===== src/rtl/tin_edge_pkg.sv =====
package tin_edge_pkg;

  typedef enum logic [1:0] {
    EDGE_NONE = 2'b00,
    EDGE_RISE = 2'b01,
    EDGE_FALL = 2'b10,
    EDGE_BOTH = 2'b11
  } edge_sel_t;

  typedef enum logic {
    SRC_DIV   = 1'b0,
    SRC_PRESC = 1'b1
  } samp_src_t;

endpackage


===== src/rtl/tin_pin_sync.sv =====
module tin_pin_sync #(
  parameter int STAGES = 2
) (
  input  logic clk_i,
  input  logic rst_ni,
  input  logic d_i,
  output logic q_o
);
  logic [STAGES-1:0] chain_q;
  logic [STAGES-1:0] chain_d;

  always_comb begin
    chain_d = {chain_q[STAGES-2:0], d_i};
  end

  always_ff @(posedge clk_i or negedge rst_ni) begin
    if (!rst_ni) chain_q <= '0;
    else         chain_q <= chain_d;
  end

  assign q_o = chain_q[STAGES-1];
endmodule


===== src/rtl/tin_samp_tick.sv =====
module tin_samp_tick
  import tin_edge_pkg::*;
#(
  parameter int DIV_W = 3
) (
  input  logic      clk_i,
  input  logic      rst_ni,
  input  samp_src_t src_i,
  input  logic      presc_tick_i,
  output logic      tick_o
);
  localparam logic [DIV_W-1:0] DivLast = {DIV_W{1'b1}};

  logic [DIV_W-1:0] div_q;
  logic [DIV_W-1:0] div_d;
  logic             div_tick;

  always_comb begin
    div_d = div_q + 1'b1;
  end

  always_ff @(posedge clk_i or negedge rst_ni) begin
    if (!rst_ni) div_q <= '0;
    else         div_q <= div_d;
  end

  assign div_tick = (div_q == DivLast);

  always_comb begin
    case (src_i)
      SRC_PRESC: tick_o = presc_tick_i;
      default:   tick_o = div_tick;
    endcase
  end
endmodule


===== src/rtl/tin_level_filter.sv =====
module tin_level_filter (
  input  logic clk_i,
  input  logic rst_ni,
  input  logic samp_en_i,
  input  logic d_i,
  output logic accept_o,
  output logic new_lvl_o,
  output logic lvl_o
);
  logic samp_q, samp_d;
  logic lvl_q,  lvl_d;
  logic agree;

  always_comb begin
    agree     = (d_i == samp_q);
    accept_o  = samp_en_i && agree && (d_i != lvl_q);
    new_lvl_o = d_i;
    samp_d    = samp_q;
    lvl_d     = lvl_q;
    if (samp_en_i) begin
      samp_d = d_i;
      if (agree) lvl_d = d_i;
    end
  end

  always_ff @(posedge clk_i or negedge rst_ni) begin
    if (!rst_ni) begin
      samp_q <= 1'b0;
      lvl_q  <= 1'b0;
    end else begin
      samp_q <= samp_d;
      lvl_q  <= lvl_d;
    end
  end

  assign lvl_o = lvl_q;


  lvl_only_on_tick_chk: assert property (@(posedge clk_i) disable iff (!rst_ni)
    !$stable(lvl_q) |-> $past(samp_en_i));
endmodule


===== src/rtl/tin_edge_qual.sv =====
module tin_edge_qual
  import tin_edge_pkg::*;
(
  input  logic      clk_i,
  input  logic      rst_ni,
  input  edge_sel_t sel_i,
  input  logic      accept_i,
  input  logic      new_lvl_i,
  input  logic      lvl_i,
  output logic      strobe_o
);
  logic want;
  logic strobe_q, strobe_d;

  always_comb begin
    case (sel_i)
      EDGE_RISE: want = new_lvl_i;
      EDGE_FALL: want = !new_lvl_i;
      EDGE_BOTH: want = 1'b1;
      default:   want = 1'b0;
    endcase
    strobe_d = accept_i && want;
  end

  always_ff @(posedge clk_i or negedge rst_ni) begin
    if (!rst_ni) strobe_q <= 1'b0;
    else         strobe_q <= strobe_d;
  end

  assign strobe_o = strobe_q;


  rise_sel_level_chk: assert property (@(posedge clk_i) disable iff (!rst_ni)
    (strobe_q && sel_i == EDGE_RISE) |-> lvl_i);

  fall_sel_level_chk: assert property (@(posedge clk_i) disable iff (!rst_ni)
    (strobe_q && sel_i == EDGE_FALL) |-> !lvl_i);
endmodule


===== src/rtl/tin_edge_detect.sv =====
module tin_edge_detect
  import tin_edge_pkg::*;
#(
  parameter int SYNC_STAGES = 2,
  parameter int DIV_W       = 3
) (
  input  logic       clk_i,
  input  logic       rst_ni,
  input  logic       pin_i,
  input  logic [1:0] edge_sel_i,
  input  logic       src_sel_i,
  input  logic       run_i,
  input  logic       presc_tick_i,
  output logic       edge_o
);
  logic pin_s;
  logic tick;
  logic samp_en;
  logic accept, new_lvl, lvl;
  logic strobe;

  tin_pin_sync #(.STAGES(SYNC_STAGES)) u_sync (
    .clk_i (clk_i),
    .rst_ni(rst_ni),
    .d_i   (pin_i),
    .q_o   (pin_s)
  );

  tin_samp_tick #(.DIV_W(DIV_W)) u_tick (
    .clk_i       (clk_i),
    .rst_ni      (rst_ni),
    .src_i       (samp_src_t'(src_sel_i)),
    .presc_tick_i(presc_tick_i),
    .tick_o      (tick)
  );

  assign samp_en = run_i && tick;

  tin_level_filter u_filt (
    .clk_i    (clk_i),
    .rst_ni   (rst_ni),
    .samp_en_i(samp_en),
    .d_i      (pin_s),
    .accept_o (accept),
    .new_lvl_o(new_lvl),
    .lvl_o    (lvl)
  );

  tin_edge_qual u_qual (
    .clk_i    (clk_i),
    .rst_ni   (rst_ni),
    .sel_i    (edge_sel_t'(edge_sel_i)),
    .accept_i (accept),
    .new_lvl_i(new_lvl),
    .lvl_i    (lvl),
    .strobe_o (strobe)
  );

  assign edge_o = strobe && run_i;


  one_cycle_strobe_chk: assert property (@(posedge clk_i) disable iff (!rst_ni)
    edge_o |=> !edge_o);

  quiet_when_stopped_chk: assert property (@(posedge clk_i) disable iff (!rst_ni)
    !run_i |-> !edge_o);
endmodule


===== config.mk =====
export PLATFORM = sky130hd
export DESIGN_NAME = tin_edge_detect
export DESIGN_NICKNAME = d
export VERILOG_FILES = /design/src/rtl/tin_edge_pkg.sv /design/src/rtl/tin_pin_sync.sv /design/src/rtl/tin_samp_tick.sv /design/src/rtl/tin_level_filter.sv /design/src/rtl/tin_edge_qual.sv /design/src/rtl/tin_edge_detect.sv
export SDC_FILE = /design/constraint.sdc
export NUM_CORES = 1
export LEC_CHECK = 0
export ABC_AREA = 0
export BUFFER_PORTS_ARGS = -buffer_cell sky130_fd_sc_hd__buf_4
export CORE_AREA = 8 8 45 47
export DETAILED_ROUTE_END_ITERATION = 6
export DIE_AREA = 0 0 53 55
export PLACE_DENSITY = 0.5
export RECOVER_POWER = 25
export SLEW_MARGIN = 5
export SYNTH_ARGS = -nofsm -noshare
export SYNTH_HDL_FRONTEND = slang
export SYNTH_HIERARCHICAL = 1
export SYNTH_SLANG_ARGS = --single-unit

===== constraint.sdc =====
create_clock -name clk_i -period 1.8 [get_ports clk_i]
set_input_delay 0.36 -clock clk_i [delete_from_list [all_inputs] [get_ports clk_i]]
set_output_delay 0.36 -clock clk_i [all_outputs]
set_load 0.02 [all_outputs]

==> metrics.yaml, run 1 <==
status: "complete, no violations"
dp.cells: 49
muxShareOfSynthArea_pct: 7.435
pwr_density_cell_nw_per_um2: 826.1
worst_pin_slew_ps: 411.1
synth_async_sr_flop_share_pct: 100.0
die_h_um: 55
leakage_nw: 0.2207
core_um2: 1384
yosys_most_used_dff: "dfrtp_1"
max_freq_mhz: 644.0
min_period_ps: 1553
syn_area_per_cell_um2: 12.95
vias_per_cell: 4.226
synth_seq_cells: 8
power_frac_seq_pct: 54.5
clk_latency_ps: 240
io_pins: 9
whs_ps: 244.9
wl_per_cell_um: 10.08
synth_edf_count: 0
grt.overflow.total: 0
cts_tree: "built"
rows: 14
syn_area_um2: 336.6
final_cells: 53
synth_top_family_by_area: "simple AND/OR/NAND/NOR gates"
path_class: "flop to flop"
grt.total_usage_pct: 4.626
start_kind: "flop"
yosys-top-cells-area: "dfrtp_1 (59%), ha_1 (7.4%), mux2_4 (4.5%)"
stdcell_area_um2: 437.9
maxSlewHeadroom_pct: 72.59
synth-xor-area-share_pct: 0
via_count: 224
synth_compound_area_share_pct: 7.807
yosysTopAreaCell: "dfrtp_1"
crit_required_ps: 1930
clk_pin_slew_ps: 50
synth_cell_types: 16
pwr-share-comb_pct: 9.9
cts_root_buffer: "clkbuf_4"
total_power_mw: 0.3618
grt_antenna_before_repair: 0
syn-num-nets: 36
finalClockSkew_ps: 3.760
placement.cell_area_um2: 409.1
layout_commonest_cell: "dfrtp_1"
detail-route-antenna-nets: 0
synth-seq-area-share_pct: 59.48
drv_slew: 0
wirelength_um: 534
drive_gt1_share_pct: 29.73
drtIter0Drc: 1
swShare_pct: 20.34
peakVddDrop_mv: 0.3318
yosysWarnings: 6
initial_core_util_pct: 24.32
switchingPower_mw: 0.07359
path_max_fanout: 5
drcViolationCount: 0
yosysTopAreaCellShare_pct: 59.48
clkPwrFrac_pct: 35.6
syn2layout_area_growth_pct: 30.11
portBuffers: 8
clkSinkCount: 8
final_cell_mix: "dfrtp_1 (8), buf_4 (6), clkbuf_4 (4)"
hold_path_class: "primary input to flop"
synth_fa_ha_area_share_pct: 7.435
hold_viol_final: 0
rsz0062_at_grt: "false"
worstPathArrival_ps: 1680
post_cts_buffers: 0
first_pass_iters: 2
post-route-period-util_pct: 86.26
cts_hold_buf: 1
n_antenna_cell: 0
routabilityCongestion: 0.6439
synth-simple-area-share_pct: 13.38
die-area_um2: 2915
setup_viol: 0
setup_tns_ps: 0
crit_path_end_kind: "flop"
htree_levels: 1
p_int_mw: 0.2882
cts_buffers: 3
synthCells: 26
maxCapViolations: 0
grt_pass1_wl_um: 917
cts_resized: 0
fin_nets: 49
grt_pass1_vias: 231
die_x_um: 53
cts_buffer_depth: 2
grt_max_degree: 9
## cells in the mapped netlist (2+ instances only)
master / n
and2_1: 2
inv_1: 2
ha_1: 2
dfrtp_1: 8
## worst max-delay path: stages (launching register included)
cell and delay [ps]:
dfrtp_1 380, ha_1 200, ha_1 170, mux2_4 260, and2_1 170, a21boi_1 130
nor2b_1 130
## power by group through the flow
stage / registers (mW) / logic (mW) / clock network (mW)
floorplan: 0.198 / 0.0198 / 0
global placement: 0.199 / 0.0344 / 0
detailed placement: 0.200 / 0.0360 / 0
CTS: 0.197 / 0.0379 / 0.140
global route: 0.198 / 0.0402 / 0.147
finish: 0.197 / 0.0358 / 0.129
## cell type report
type                    instances  area, µm²
inverters                       2      7.507
clock buffers                   3      22.52
well taps                      16      20.02
fillers                       135      945.9
multi-input cells              15      121.4
flip-flops and latches          8      200.2
repair buffers                  9      66.31
## final timing paths
check	slack, ps	cells after the start	startpoint	to
max	250	6	u_tick/div_q[0]	u_qual/strobe_o
min	240	1	pin_i	u_sync/chain_q[0]
max reg2reg	250	6	u_tick/div_q[0]	u_qual/strobe_o
min reg2reg	350	0	u_sync/chain_q[0]	u_sync/chain_q[1]
max in group asynchronous	960	2	rst_ni	u_filt/samp_q
min in group asynchronous	550	2	rst_ni	u_qual/strobe_o
## metrics by stage
step           util, %  worst slack [ps]
3_5_place_dp     29.57             235.3
3_3_place_gp     29.57             259.8
6_report         31.65             247.3
5_1_grt          31.65             170.2
4_1_cts          31.92             229.3
2_1_floorplan        -             316.1
## state kept, by name (all words and copies together) (netlist names)
name / count
u_filt/lvl_o: 1
u_filt/samp_q: 1
u_qual/strobe_o: 1
u_sync/chain_q: 2
u_tick/div_q: 3
## per-layer routing
layer / GRT usage, % / part of all wire, % / vias to the layer above
li1: - / - / 111
met1: 4.193 / 41 / 103
met2: 6.445 / 45 / 8
met3: 3.209 / 12 / 2
met4: 5.172 / 0.94 / 0
met5: 0 / 0 / -
## cell families after synthesis
group / Yosys count
flops: 8
simple gates: 7
compound gates: 4
buf+inv: 3
mux: 2
fa+ha+maj: 2
Power figures use the tool's default switching activity.
==> inputs of run 2 (changes only) <==
--- a/config.mk
+++ b/config.mk
@@ -6,14 +6,13 @@
 export NUM_CORES = 1
 export LEC_CHECK = 0
 export ABC_AREA = 0
-export BUFFER_PORTS_ARGS = -buffer_cell sky130_fd_sc_hd__buf_4
 export CORE_AREA = 8 8 45 47
 export DETAILED_ROUTE_END_ITERATION = 6
 export DIE_AREA = 0 0 53 55
-export PLACE_DENSITY = 0.5
+export DONT_BUFFER_PORTS = 1
+export PLACE_DENSITY_LB_ADDON = 0.15
 export RECOVER_POWER = 25
 export SLEW_MARGIN = 5
 export SYNTH_ARGS = -nofsm -noshare
 export SYNTH_HDL_FRONTEND = slang
-export SYNTH_HIERARCHICAL = 1
 export SYNTH_SLANG_ARGS = --single-unit
==> run 2 against run 1 <==
Hold slack got worse by 100 ps; area after synthesis is 4.8% lower; sequential cell count did not move; final area fell by 15%; clock power about the same; routed wire length up 4.9%; sequential power is essentially flat; largest cell class unchanged; highest routed layer unchanged.
==> metrics.yaml, run 2 <==
status: "complete, no violations"
drcViolationCount: 0
grt.overflow.total: 0
drv_slew: 0
cts_buffer_depth: 2
rrSetupSlack_ps: 240
setup_viol: 0
path_buf_inv: 0
largest_reg_flops: 3
core_um2: 1384
post-route-period-util_pct: 86.54
fin_nets: 39
synth_seq_cells: 8
syn-num-nets: 33
min_period_ps: 1558
vias_per_cell: 4.535
peakVddDrop_mv: 0.2644
htree_levels: 1
path_class: "flop to flop"
synth-seq-area-share_pct: 62.50
nFillCells: 139
n_antenna_cell: 0
grt.total_usage_pct: 4.796
cp-endpoint: "u_filt.samp_q"
syn2layout_area_growth_pct: 16.41
path_depth: 5
place.detailed.hpwl_um: 429.9
finalClockSkew_ps: 5.314
drtIter0Drc: 4
rsz0062_at_grt: "false"
routabilityCongestion: 0.7703
grt_pass1_vias: 169
max_freq_mhz: 642.0
multiInputGateArea_um2: 116.4
final_cells: 43
via_count: 195
path_max_fanout: 3
initial_core_util_pct: 23.15
whs_ps: 141.8
cts_tree: "built"
die_h_um: 55
leakage_nw: 0.1754
portBuffers: 0
cp_slowest_stage_delay_ps: 390
crit_start: "u_tick.div_q[0]"
final_cell_mix: "dfrtp_1 (8), clkbuf_4 (3), mux2_4 (2), ha_1 (2)"
yosysWarnings: 0
cts_buffers: 3
crit_chain: "ha_1 -> ha_1 -> mux2_4 -> nand2_2 -> mux2_4"
rr_worst_depth: 5
grt_max_degree: 9
worst_pin_slew_ps: 357.9
hold_path_class: "primary input to flop"
rr_endpoint: "u_filt.samp_q"
hold_viol_final: 0
layout_commonest_cell: "dfrtp_1"
maxCapViolations: 0
regMostFlops: "u_tick.div_q"
clkSinkCount: 8
first_pass_iters: 4
clk_latency_ps: 250
die-area_um2: 2915
synth_cell_types: 14
start_kind: "flop"
crit_required_ps: 1930
grt_antenna_before_repair: 0
cts_root_buffer: "clkbuf_4"
regArea_um2: 200.2
yosys-top-cells-area: "dfrtp_1 (63%), mux2_4 (9.4%), ha_1 (7.8%)"
syn_area_um2: 320.3
pwr_density_cell_nw_per_um2: 943.1
clk_pin_slew_ps: 50
detail-route-antenna-nets: 0
yosysTopAreaCellShare_pct: 62.50
dp.cells: 39
die_x_um: 53
wl_per_cell_um: 13.02
crit_path_end_kind: "flop"
synthCells: 23
wirelength_um: 560
worstPathArrival_ps: 1690
grt_pass1_wl_um: 862
maxSlewHeadroom_pct: 76.06
setup_tns_ps: 0
synth.top_cells.by_count: "dfrtp_1 (8), ha_1 (2), mux2_4 (2)"
yosys_most_used_dff: "dfrtp_1"
worstReg2RegStart: "u_tick.div_q[0]"
synth_edf_count: 0
synth_async_sr_flop_share_pct: 100.0
yosysTopAreaCell: "dfrtp_1"
reg_top3: "u_tick.div_q (3), u_sync.chain_q (2)"
yosysMostFrequentCell: "dfrtp_1"
rows: 14
slowest_stage: "dfrtp_1"
cp_top_family: "multiplexers"
syn_area_per_cell_um2: 13.93
drive_gt1_share_pct: 22.22
io_pins: 9
[run 2: worst min path at each step]
| stage | depth (start not counted) | end | slack [ps] | startpoint |
|---|---|---|---|---|
| final | 0 | u_sync.chain_q[0] | 140 | pin_i |
| after global placement | 0 | u_qual.strobe_o | 60 | rst_ni |
| after CTS | 0 | u_sync.chain_q[0] | 130 | pin_i |
| after global routing | 0 | u_sync.chain_q[0] | 120 | pin_i |
| after detailed placement | 0 | u_qual.strobe_o | 60 | rst_ni |
| after floorplan | 0 | u_filt.lvl_o | 60 | rst_ni |
[run 2: cell families (layout without fill, tap and decap cells)]
logic type | after synthesis | count (layout) | share of synthesized area [%]
simple gates | 7 | 7 | 13.67
flops | 8 | 8 | 62.50
mux | 2 | 2 | 9.375
buf+inv | 1 | 5 | 1.171
compound gates | 3 | 3 | 5.467
fa+ha+maj | 2 | 2 | 7.811
[run 2: metrics by stage]
stage	setup slack [ps]	total power, mW	area (µm²)	utilization, %
6_report	242.3	0.3516	372.9	26.94
4_1_cts	249.4	0.3594	372.9	26.94
5_1_grt	214.3	0.3697	372.9	26.94
3_3_place_gp	295.0	0.2171	340.3	24.59
3_5_place_dp	262.5	0.2173	340.3	24.59
2_1_floorplan	324.8	0.2139	320.3	-
[run 2: what timing repair did]
action                    4_1_cts  5_1_grt
hold endpoints to repair        8        0
setup buffers                   0        0
gates resized for setup         0        0
hold buffers                    1        0
[run 2: power by group]
group	total [mW]	switching [mW]	internal (mW)	leakage, nW
combinational	0.0234	0.00937	0.0140	0.0656
clock	0.132	0.0563	0.0760	0.0138
sequential	0.196	0.00767	0.188	0.0959
total	0.352	0.0734	0.278	0.175
[run 2: cell type report]
class	instances	area share, %
flip-flops and latches	8	53.69
multi-input cells	14	31.21
clock buffers	3	6.040
well taps	16	5.369
repair buffers	1	2.685
inverters	1	1.007
[run 2: layer usage]
| metal | global-route usage, % | vias to the layer above | part of all wire, % |
|---|---|---|---|
| met4 | 7.759 | 0 | 1.6 |
| met5 | 0 | - | 0 |
| met1 | 4.673 | 93 | 43 |
| met2 | 4.492 | 9 | 39 |
| li1 | - | 91 | - |
| met3 | 4.278 | 2 | 16 |
